===== src/rtl/sar_seq_pkg.sv =====
package sar_seq_pkg;
  typedef enum logic [2:0] {
    ST_IDLE,
    ST_ADDR,
    ST_SETTLE,
    ST_CONV,
    ST_LSB,
    ST_DONE
  } seq_state_e;
endpackage


===== src/rtl/sar_seq_core.sv =====
module sar_seq_core #(
  parameter int RES = 8,
  localparam int IW = $clog2(RES)
) (
  input  logic           clk_i,
  input  logic           rst_ni,
  input  logic           clr_i,
  input  logic           start_i,
  input  logic           step_i,
  input  logic           cmp_i,
  output logic [RES-1:0] trial_o,
  output logic           last_o
);
  logic [RES-1:0] trial_q;
  logic [IW-1:0]  idx_q;

  always_ff @(posedge clk_i or negedge rst_ni) begin
    if (!rst_ni) begin
      trial_q <= '0;
      idx_q   <= '0;
    end else if (clr_i) begin
      trial_q <= '0;
      idx_q   <= '0;
    end else if (start_i) begin
      trial_q <= {1'b1, {(RES-1){1'b0}}};
      idx_q   <= IW'(RES-1);
    end else if (step_i) begin
      trial_q[idx_q] <= cmp_i;
      if (idx_q != '0) begin
        trial_q[idx_q - 1'b1] <= 1'b1;
        idx_q <= idx_q - 1'b1;
      end
    end
  end

  assign trial_o = trial_q;
  assign last_o  = (idx_q == '0);
endmodule


===== src/rtl/sar_seq_mux.sv =====
module sar_seq_mux #(
  parameter int NCH = 8,
  localparam int CW = $clog2(NCH),
  localparam int AW = CW + 1
) (
  input  logic          vld_i,
  input  logic [AW-1:0] word_i,
  output logic [NCH-1:0] pos_o,
  output logic [NCH-1:0] neg_o,
  output logic          ref_o
);
  logic          sgl;
  logic [CW-1:0] chan;

  // index = {select bits, odd/sign}
  assign sgl  = word_i[AW-1];
  assign chan = {word_i[AW-3:0], word_i[AW-2]};

  always_comb begin
    pos_o = '0;
    neg_o = '0;
    ref_o = 1'b0;
    if (vld_i) begin
      pos_o = NCH'(1) << chan;
      if (sgl) ref_o = 1'b1;
      else     neg_o = NCH'(1) << (chan ^ CW'(1));
    end
  end
endmodule


===== src/rtl/sar_seq_tx.sv =====
module sar_seq_tx (
  input  logic clk_i,
  input  logic rst_ni,
  input  logic cs_ni,
  input  logic en_i,
  input  logic bit_i,
  output logic dout_o,
  output logic oe_o
);
  logic en_q, bit_q;

  // launch on falling edge: half a period of setup for a rising-edge host
  always_ff @(negedge clk_i or negedge rst_ni) begin
    if (!rst_ni) begin
      en_q  <= 1'b0;
      bit_q <= 1'b0;
    end else if (cs_ni) begin
      en_q  <= 1'b0;
      bit_q <= 1'b0;
    end else begin
      en_q  <= en_i;
      bit_q <= bit_i;
    end
  end

  assign oe_o   = en_q & ~cs_ni;
  assign dout_o = oe_o & bit_q;
endmodule


===== src/rtl/sar_serial_seq.sv =====
module sar_serial_seq
  import sar_seq_pkg::*;
#(
  parameter int NCH = 8,
  parameter int RES = 8,
  localparam int CW  = $clog2(NCH),
  localparam int AW  = CW + 1,
  localparam int CNW = $clog2(AW + 1),
  localparam int IW  = $clog2(RES)
) (
  input  logic           clk_i,
  input  logic           rst_ni,
  input  logic           cs_ni,
  input  logic           din_i,
  input  logic           hold_lsb_i,
  input  logic           cmp_i,
  output logic [RES-1:0] trial_o,
  output logic           busy_o,
  output logic           dout_o,
  output logic           dout_oe_o,
  output logic [NCH-1:0] ch_pos_o,
  output logic [NCH-1:0] ch_neg_o,
  output logic           neg_ref_o
);
  seq_state_e     state_q;
  logic [CNW-1:0] cnt_q;
  logic [AW-1:0]  word_q;
  logic           busy_q, vld_q, tx_en_q, tx_bit_q;
  logic [IW-1:0]  lsb_idx_q;
  logic           hold_eff, core_last;
  logic [RES-1:0] trial;

  generate
    if (NCH >= 8) begin : g_hold
      assign hold_eff = hold_lsb_i;
    end else begin : g_nohold
      assign hold_eff = 1'b0;
    end
  endgenerate

  always_ff @(posedge clk_i or negedge rst_ni) begin
    if (!rst_ni) begin
      state_q   <= ST_IDLE;
      cnt_q     <= '0;
      word_q    <= '0;
      busy_q    <= 1'b0;
      vld_q     <= 1'b0;
      tx_en_q   <= 1'b0;
      tx_bit_q  <= 1'b0;
      lsb_idx_q <= '0;
    end else if (cs_ni) begin
      state_q   <= ST_IDLE;
      cnt_q     <= '0;
      word_q    <= '0;
      busy_q    <= 1'b0;
      vld_q     <= 1'b0;
      tx_en_q   <= 1'b0;
      tx_bit_q  <= 1'b0;
      lsb_idx_q <= '0;
    end else begin
      unique case (state_q)
        ST_IDLE: if (din_i) begin
          state_q <= ST_ADDR;
          cnt_q   <= '0;
        end
        ST_ADDR: begin
          word_q <= {word_q[AW-2:0], din_i};
          cnt_q  <= cnt_q + 1'b1;
          if (cnt_q == CNW'(AW-1)) begin
            state_q <= ST_SETTLE;
            busy_q  <= 1'b1;
            vld_q   <= 1'b1;
          end
        end
        ST_SETTLE: begin
          state_q  <= ST_CONV;
          tx_en_q  <= 1'b1;
          tx_bit_q <= 1'b0;
        end
        ST_CONV: begin
          tx_bit_q <= cmp_i;
          if (core_last) begin
            state_q   <= ST_LSB;
            busy_q    <= 1'b0;
            lsb_idx_q <= IW'(1);
          end
        end
        ST_LSB: if (!hold_eff) begin
          tx_bit_q <= trial[lsb_idx_q];
          if (lsb_idx_q == IW'(RES-1)) state_q <= ST_DONE;
          else lsb_idx_q <= lsb_idx_q + 1'b1;
        end
        ST_DONE: tx_en_q <= 1'b0;
        default: state_q <= ST_IDLE;
      endcase
    end
  end

  sar_seq_core #(.RES(RES)) u_core (
    .clk_i   (clk_i),
    .rst_ni  (rst_ni),
    .clr_i   (cs_ni),
    .start_i (state_q == ST_SETTLE),
    .step_i  (state_q == ST_CONV),
    .cmp_i   (cmp_i),
    .trial_o (trial),
    .last_o  (core_last)
  );

  sar_seq_mux #(.NCH(NCH)) u_mux (
    .vld_i  (vld_q),
    .word_i (word_q),
    .pos_o  (ch_pos_o),
    .neg_o  (ch_neg_o),
    .ref_o  (neg_ref_o)
  );

  sar_seq_tx u_tx (
    .clk_i  (clk_i),
    .rst_ni (rst_ni),
    .cs_ni  (cs_ni),
    .en_i   (tx_en_q),
    .bit_i  (tx_bit_q),
    .dout_o (dout_o),
    .oe_o   (dout_oe_o)
  );

  assign trial_o = trial;
  assign busy_o  = busy_q;
endmodule


===== config.mk =====
export PLATFORM = sky130hd
export DESIGN_NAME = sar_serial_seq
export DESIGN_NICKNAME = d
export VERILOG_FILES = /design/src/rtl/sar_seq_pkg.sv /design/src/rtl/sar_seq_core.sv /design/src/rtl/sar_seq_mux.sv /design/src/rtl/sar_seq_tx.sv /design/src/rtl/sar_serial_seq.sv
export SDC_FILE = /design/constraint.sdc
export NUM_CORES = 1
export LEC_CHECK = 0
export ABC_AREA = 0
export BUFFER_PORTS_ARGS = -buffer_cell sky130_fd_sc_hd__buf_2
export CAP_MARGIN = 20
export CORE_MARGIN = 2
export CORE_UTILIZATION = 53
export CTS_CLUSTER_DIAMETER = 150
export DETAILED_ROUTE_END_ITERATION = 10
export MAX_ROUTING_LAYER = met4
export PLACE_DENSITY = 0.76
export SKIP_CTS_REPAIR_TIMING = 1
export SLEW_MARGIN = 20
export SYNTH_ARGS = -nofsm -noshare
export SYNTH_HDL_FRONTEND = slang
export SYNTH_HIERARCHICAL = 1
export SYNTH_SLANG_ARGS = --single-unit

===== constraint.sdc =====
create_clock -name clk_i -period 4.73 [get_ports clk_i]
set_clock_uncertainty 0.1 [all_clocks]
set_input_delay 0.473 -clock clk_i [delete_from_list [all_inputs] [get_ports clk_i]]
set_output_delay 0.473 -clock clk_i [all_outputs]
set_load 0.02 [all_outputs]

==> out/results.ini, run 1 <==
[finish]
drive_above_1_share = 0.2365
layout_common_cells = buf_2 (33), dfrtp_1 (28), nor2_1 (20)
nets = 252
fill_cells = 310
area_delta_synth_final_pct = 12.12
antenna_cells = 0
final_common_cell = buf_2
fin_area_um2 = 2153

[sta]
setup_viol = 0
max_slew_margin = 0.5163
worst_slack_ps = 772.4
tightest_slew_ps = 724.1
hold_viol = 0
maxSlewViolCount = 0
setup_tns_ps = 0
rsz0062_at_grt = no

[yosys]
synth_cell_types = 49
synth_ff_type = dfrtp_1
yosys_warnings = 6
synth_top_family_by_area = simple AND/OR/NAND/NOR gates
async_flop_share = 1.000
synth_compound_area_frac = 0.1687
synth_seq_cells = 30
synth_edf_count = 0
synthAdderAreaFrac = 0.03909
ys_seq_area_frac = 0.3909
synth_fp_nets = 224
syn_inst = 212
syn_avg_cell_area_um2 = 9.059
synthMuxAreaShare = 0.07818
synthSimpleGateAreaFrac = 0.2658
synth-xor-area-share = 0
netlist_area_um2 = 1921

[clock_network]
cts.clk_slew.worst_paths_ps = 90
clock_latency_ps = 330
cts_tree = built
clock-sinks = 30
htreeDepth = 2
cts-root-buf = clkbuf_4
cts_buffers = 5
clock_path_buffers = 2

[placement]
place_area_um2 = 2074
dp_hpwl_um = 2761
port_buffers = 33
place.gp.congestion = 0.7875
pre_cts_ws_ps = 1122

[pwr]
netSwitchingFraction = 0.2390
clkPwrFrac = 0.388
p_int_w = 0.0003740
power_frac_seq = 0.547
power_leakage_nw = 0.9808
vdd_ir_drop_max_v = 0.0001519
power.density_nw_per_um2 = 228.2
p_comb_frac = 0.065
finalPower_w = 0.0004915
switchingPower_w = 0.0001174

[worst_setup_path]
cp.buffers_inverters = 1
max_stage_delay_ps = 400
cp-start-kind = register
critPathTopFamily = flip-flops
rrSetupSlack_ps = 1560
critical_path_required_ps = 4160
end_kind = output port
critPathMaxFanout = 2
crit_chain = and3b_1 -> buf_2
crit_type = reg2out
worst_path_max_delay_cell = dfrtn_1
cp_data_arrival_time_ps = 3380

[run]
cap_violations = 0

[global_routing]
grt_max_degree = 31
gr-total-overflow = 0
grtUsageMet2 = 0.3516
grt_antenna_before_repair = 0
grt_pass1_wl_um = 7065
use_met1 = 0.2889
use_met3 = 0.06338
grt_use_total = 0.2256
grt-busiest-layer = met2
grt_pass1_vias = 1565

[floorplanning]
core_um2 = 3416
initial_core_util = 0.5623
dieHeight_um = 64.20
dieWidth_um = 64.20
dieArea_um2 = 4121
io_pins = 34
row_count = 21

[routing]
routedWlPerCell_um = 13.80
drcViolationCount = 0
antenna_left = 0
vias_per_cell = 5.721
wl_um = 3960
vias = 1642
drtIter0Drc = 113
drt-pass1-iter-count = 4

[run_status]
status = finished clean

[worst_hold_path]
min_path_type = in2async

## cell type report
type	count	area (um2)	area share
timing repair buffer	33	165.2	0.07670
inverter	11	41.29	0.01917
clock buffer	8	78.83	0.03661
multi-input combinational	159	1060	0.4922
tap	46	57.56	0.02673
sequential	30	750.7	0.3486
## power groups by stage
stage	Sequential (W)	Clock [W]	Combinational, W
after detailed placement	0.000274	0	0.0000324
after floorplan	0.000271	0	0.0000220
after CTS	0.000269	0.000197	0.0000325
after global routing	0.000270	0.000212	0.0000362
final	0.000269	0.000191	0.0000320
after global placement	0.000274	0	0.0000316
## Yosys cell counts, types with 3 or more instances
library cell | number | area share
dfrtp_1 | 28 | 0.36
nor2_1 | 20 | 0.039
a21oi_1 | 19 | 0.050
nand2_1 | 17 | 0.033
o21ai_0 | 17 | 0.044
inv_1 | 11 | 0.021
mux2i_1 | 9 | 0.047
nor2b_1 | 7 | 0.023
nor3_1 | 7 | 0.018
ha_1 | 6 | 0.039
a31oi_1 | 5 | 0.016
clkbuf_1 | 5 | 0.0098
nand2b_1 | 5 | 0.016
and3b_1 | 3 | 0.014
buf_2 | 3 | 0.0078
nand4b_1 | 3 | 0.014
nor4_1 | 3 | 0.0098
or3_1 | 3 | 0.0098
## state kept, by name, summed over array words and instances, names as in the netlist
| register | flops |
|---|---|
| lsb_idx_q | 3 |
| u_core/idx_q | 3 |
| tx_en_q | 1 |
| u_tx/en_q | 1 |
| busy_o | 1 |
| tx_bit_q | 1 |
| u_core/trial_o | 8 |
| vld_q | 1 |
| state_q | 3 |
| cnt_q | 3 |
| word_q | 4 |
| u_tx/bit_q | 1 |
## layer usage
metal	share of wire	wire length (um)
met1	0.48	1914
met2	0.44	1759
met3	0.058	229
met4	0.014	56
met5	0	0
## through the flow
stage	util	hold WS [ps]	cells
floorplan	-	77.41	212
global placement	0.6073	369.0	279
detailed placement	0.6073	372.1	279
CTS	0.6304	64.55	287
global route	0.6304	87.23	287
finish	0.6304	59.30	287
## worst paths after layout
path / endpoint / startpoint / depth (start not counted)
min reg2reg: cnt_q[2] / cnt_q[2] / 2
min in group clk_i: word_q[0] / din_i / 3
max in group asynchronous: u_tx/en_q / rst_ni / 1
max reg2reg: u_tx/en_q / tx_en_q / 1
max: dout_o / u_tx/en_q / 2
min: state_q[0] / rst_ni / 1
## logic make-up after synthesis
logic type | Yosys count
adder cells (fa/ha/maj) | 6
AND/OR/NAND/NOR | 88
buffers and inverters | 23
multiplexers | 12
AO/OA/AOI/OAI | 53
flip-flops | 30
Power figures use the tool's default switching activity.
==> inputs of run 2 (changes only) <==
==> constraint.sdc (replaced) <==
create_clock -name clk_i -period 4.1 [get_ports clk_i]
set_clock_uncertainty 0.1 [all_clocks]
set_input_delay 0.41 -clock clk_i [delete_from_list [all_inputs] [get_ports clk_i]]
set_output_delay 0.41 -clock clk_i [all_outputs]
set_load 0.02 [all_outputs]
==> out/results.ini, run 2 (synthesis gave the netlist of run 1 again) <==
[global_routing]
grt_max_degree = 27  ; -13%
grt_pass1_vias = 1473  ; -5.9%
grt_use_total = 0.2257  ; about the same
gr-total-overflow = 0  ; unchanged
grt_antenna_before_repair = 0  ; unchanged
grt_pass1_wl_um = 6982  ; -1.2%

[sta]
rsz0062_at_grt = no
maxSlewViolCount = 0  ; unchanged
hold_viol = 0  ; unchanged
hold_slack_ps = 217.5  ; +158.2 ps
max_slew_margin = 0.5166  ; about the same
worst_slack_ps = 531.0  ; -241.4 ps
tightest_slew_ps = 723.7  ; -0.4067 ps
setup_viol = 0  ; unchanged
setup_tns_ps = 0  ; unchanged

[worst_setup_path]
cp-start-kind = register
crit_start = u_tx/en_q
critical_path_required_ps = 3590  ; -570 ps
cp_data_arrival_time_ps = 3060  ; -320 ps
crit_type = reg2out
critPathMaxFanout = 2  ; unchanged
end_kind = output port
reg2reg_from = tx_en_q

[worst_hold_path]
min_path_type = in2reg
min_from = din_i

[finish]
stdcell_count = 290  ; +1.0%
largest_register_ffs = 8  ; unchanged
area_delta_synth_final_pct = 12.44
final_common_cell = buf_2
layout_common_cells = buf_2 (33), dfrtp_1 (28), nor2_1 (20)
antenna_cells = 0  ; unchanged
nets = 255  ; +1.2%
drive_above_1_share = 0.2377  ; +0.001190

[floorplanning]
core_um2 = 3416  ; unchanged
dieWidth_um = 64.20  ; unchanged
dieHeight_um = 64.20  ; unchanged
row_count = 21  ; unchanged
initial_core_util = 0.5623  ; unchanged
io_pins = 34  ; unchanged
dieArea_um2 = 4121  ; unchanged

[routing]
drtIter0Drc = 110  ; -2.7%
vias = 1649  ; +0.43%
drcViolationCount = 0  ; unchanged
drt-pass1-iter-count = 4  ; unchanged
antenna_left = 0  ; unchanged
vias_per_cell = 5.686  ; -0.61%
routedWlPerCell_um = 13.78  ; -0.16%
wl_um = 3995  ; +0.88%

[placement]
dp_hpwl_um = 2777  ; +0.60%
pre_cts_ws_ps = 876.5  ; -245.6 ps
port_buffers = 33  ; unchanged
place.gp.congestion = 0.7884  ; +0.11%
dpl.cell_count = 281  ; +0.72%

[pwr]
power_leakage_nw = 0.9846  ; +0.39%
p_int_w = 0.0003988  ; +6.6%
clkPwrFrac = 0.348  ; -0.040
power.density_nw_per_um2 = 247.9  ; +8.6%
vdd_ir_drop_max_v = 0.0001178  ; -22%
netSwitchingFraction = 0.2551  ; +0.01617
finalPower_w = 0.0005353  ; +8.9%
switchingPower_w = 0.0001366  ; +16%
p_comb_frac = 0.073  ; +0.008
power_frac_seq = 0.579  ; +0.032

[clock_network]
cts_buffers = 5  ; unchanged
clock-sinks = 30  ; unchanged
clock_path_buffers = 2  ; unchanged
cts_tree = built
htreeDepth = 2  ; unchanged
cts-root-buf = clkbuf_4
cts.clk_slew.worst_paths_ps = 100  ; about the same
clock_latency_ps = 340  ; about the same

[run]
cap_violations = 0  ; unchanged

[run_status]
status = finished clean

[run 2: area by class of cell]
cell class                 instances  area, um2
clock buffer                       7      55.05
clock inverter                     1      5.005
fill                             294       1256
inverter                          11      41.29
multi-input combinational        159       1060
sequential                        30      750.7
tap                               46      57.56
timing repair buffer              36      190.2
[run 2: final timing paths]
check,to,slack [ps],depth (start not counted)
max,dout_o,530,2
min,word_q[0],220,3
max reg2reg,u_tx/en_q,1250,1
min reg2reg,cnt_q[2],390,2
max in group asynchronous,u_tx/bit_q,1270,2
min in group asynchronous,u_core/trial_o[4],400,2
[run 2: per-layer routing]
metal	vias to the layer above	track usage	share of wire
met1	771	0.2909	0.48
li1	830	-	-
met4	0	0.07979	0.018
met2	43	0.3464	0.45
met3	5	0.05810	0.053
met5	-	-	0
[run 2: critical path: stages (launching register included)]
cell     delay, ps
dfrtn_1        400
and3b_1        140
buf_2          150
[run 2: through the flow]
step,utilization,instance area [um2]
after global placement,0.6117,2090
after CTS,0.6293,2150
after global routing,0.6322,2160
final,0.6322,2160
after detailed placement,0.6117,2090
after floorplan,-,1921
[run 2: power groups by stage]
stage	Sequential [W]	Combinational (W)	Clock, W
2_1_floorplan	0.000313	0.0000253	0
4_1_cts	0.000310	0.0000385	0.000189
5_1_grt	0.000312	0.0000442	0.000205
3_5_place_dp	0.000316	0.0000382	0
3_3_place_gp	0.000316	0.0000373	0
6_report	0.000310	0.0000389	0.000186
==> inputs of run 3 (changes only) <==
--- a/config.mk
+++ b/config.mk
@@ -8,10 +8,10 @@
 export ABC_AREA = 0
 export BUFFER_PORTS_ARGS = -buffer_cell sky130_fd_sc_hd__buf_2
 export CAP_MARGIN = 20
-export CORE_MARGIN = 2
 export CORE_UTILIZATION = 53
 export CTS_CLUSTER_DIAMETER = 150
 export DETAILED_ROUTE_END_ITERATION = 10
+export GPL_TIMING_DRIVEN = 0
 export MAX_ROUTING_LAYER = met4
 export PLACE_DENSITY = 0.76
 export SKIP_CTS_REPAIR_TIMING = 1
==> out/results.ini, run 3 (synthesis gave the netlist of run 1 again) <==
[global_routing]
grt_use_total = 0.2320  ; +0.006296
grt_pass1_wl_um = 6879  ; -1.5%
gr-total-overflow = 0  ; unchanged
grt_antenna_before_repair = 0  ; unchanged
grt_pass1_vias = 1437  ; -2.4%
grt_max_degree = 31  ; +15%

[worst_setup_path]
rrSetupSlack_ps = 1260  ; about the same
critical_path_required_ps = 3590  ; about the same
worst_path_max_delay_cell = dfrtn_1
end_kind = output port
cp_data_arrival_time_ps = 3090  ; +30 ps
cp-start-kind = register
crit_type = reg2out
rr_endpoint = u_tx/en_q
r2r_cells = 1  ; unchanged
crit_chain = and3b_1 -> buf_2
reg2reg_from = tx_en_q
max_stage_delay_ps = 410  ; about the same
critPathMaxFanout = 2  ; unchanged

[floorplanning]
row_count = 21  ; unchanged
dieArea_um2 = 3868  ; -6.1%
dieHeight_um = 62.20  ; -3.1%
initial_core_util = 0.5623  ; unchanged
core_um2 = 3416  ; unchanged
dieWidth_um = 62.20  ; -3.1%
io_pins = 34  ; unchanged

[finish]
nets = 264  ; +3.5%
drive_above_1_share = 0.2421  ; +0.004359
area_delta_synth_final_pct = 13.94
fin_util = 0.6407  ; +0.008425
antenna_cells = 0  ; unchanged
fin_area_um2 = 2188  ; +1.3%
multiInputGateArea_um2 = 1060  ; unchanged
final_common_cell = buf_2
final-seq-area_um2 = 750.7  ; unchanged
layout_common_cells = buf_2 (36), dfrtp_1 (28), nor2_1 (20)
fill_cells = 321  ; +9.2%
largest_register_ffs = 8  ; unchanged

[placement]
dp_hpwl_um = 2935  ; +5.7%
port_buffers = 33  ; unchanged
place_area_um2 = 2143  ; +2.6%
place.gp.congestion = 0.8769  ; +11%

[pwr]
netSwitchingFraction = 0.2570  ; +0.001925
p_comb_frac = 0.081  ; +0.008
switchingPower_w = 0.0001316  ; -3.7%
power_leakage_nw = 1.006  ; +2.2%
clkPwrFrac = 0.316  ; -0.032
power.density_nw_per_um2 = 233.9  ; -5.6%
p_int_w = 0.0003803  ; -4.6%
power_frac_seq = 0.603  ; +0.024
vdd_ir_drop_max_v = 0.0001424  ; +21%

[sta]
setup_tns_ps = 0  ; unchanged
setup_viol = 0  ; unchanged
maxSlewViolCount = 0  ; unchanged
rsz0062_at_grt = no
max_slew_margin = 0.5232  ; +0.006657
hold_viol = 0  ; unchanged
tightest_slew_ps = 713.7  ; -9.964 ps

[routing]
vias_per_cell = 5.742  ; +0.97%
routedWlPerCell_um = 13.79  ; about the same
vias = 1711  ; +3.8%
antenna_left = 0  ; unchanged
drcViolationCount = 0  ; unchanged
drt-pass1-iter-count = 4  ; unchanged
wl_um = 4108  ; +2.8%
drtIter0Drc = 112  ; +1.8%

[clock_network]
cts_tree = built
clock_latency_ps = 330  ; about the same
clock-sinks = 30  ; unchanged
cts_buffers = 5  ; unchanged
clock_path_buffers = 2  ; unchanged
cts-root-buf = clkbuf_4
htreeDepth = 2  ; unchanged
cts.clk_slew.worst_paths_ps = 90  ; about the same

[worst_hold_path]
min_path_type = in2async

[run]
cap_violations = 0  ; unchanged

[run_status]
status = finished clean

-- run 3: layout make-up --
| cell class | instances | share of cell area |
|---|---|---|
| plain buffers | 12 | 0.03145 |
| clock buffers | 7 | 0.02058 |
| inverters | 11 | 0.01887 |
| multi-input cells | 159 | 0.4843 |
| flip-flops and latches | 30 | 0.3431 |
| well taps | 46 | 0.02630 |
| repair buffers | 33 | 0.07547 |
-- run 3: per-stage QoR --
stage                     hold WS, ps  cells  setup slack (ps)  power [W]
after detailed placement        372.3    291             840.6  0.0003558
after global routing            60.43    298             469.5  0.0005340
final                           12.03    298             503.1  0.0005119
after floorplan                 14.41    212             832.4  0.0003380
after global placement          365.6    291             864.2  0.0003547
after CTS                       29.26    298             492.8  0.0005146
-- run 3: critical path, delay by kind of cell (launching register included) --
family,cells,cell delay (ps)
buffers and inverters,1,160
AND/OR/NAND/NOR,1,160
flip-flops,1,410
-- run 3: worst max path at each step --
stage	from	slack, ps	end
4_1_cts	u_tx/en_q	490	dout_o
3_3_place_gp	u_tx/en_q	860	dout_o
2_1_floorplan	u_tx/en_q	830	dout_oe_o
5_1_grt	u_tx/en_q	470	dout_oe_o
3_5_place_dp	u_tx/en_q	840	dout_o
6_report	u_tx/en_q	500	dout_o
-- run 3: metal layers --
| metal | part of all wire | vias to the layer above | global-route usage | routed length, um |
|---|---|---|---|---|
| met5 | 0 | - | - | 0 |
| met4 | 0.0093 | 0 | 0.06977 | 38 |
| met3 | 0.048 | 5 | 0.05515 | 199 |
| met2 | 0.45 | 54 | 0.3462 | 1859 |
| met1 | 0.49 | 813 | 0.3139 | 2010 |
| li1 | - | 839 | - | - |
-- run 3: power groups by stage --
stage / Sequential, W / Clock [W] / Combinational [W]
after global placement: 0.000314 / 0 / 0.0000407
final: 0.000309 / 0.000162 / 0.0000414
after CTS: 0.000309 / 0.000165 / 0.0000415
after global routing: 0.000310 / 0.000177 / 0.0000466
after floorplan: 0.000313 / 0 / 0.0000253
after detailed placement: 0.000315 / 0 / 0.0000413
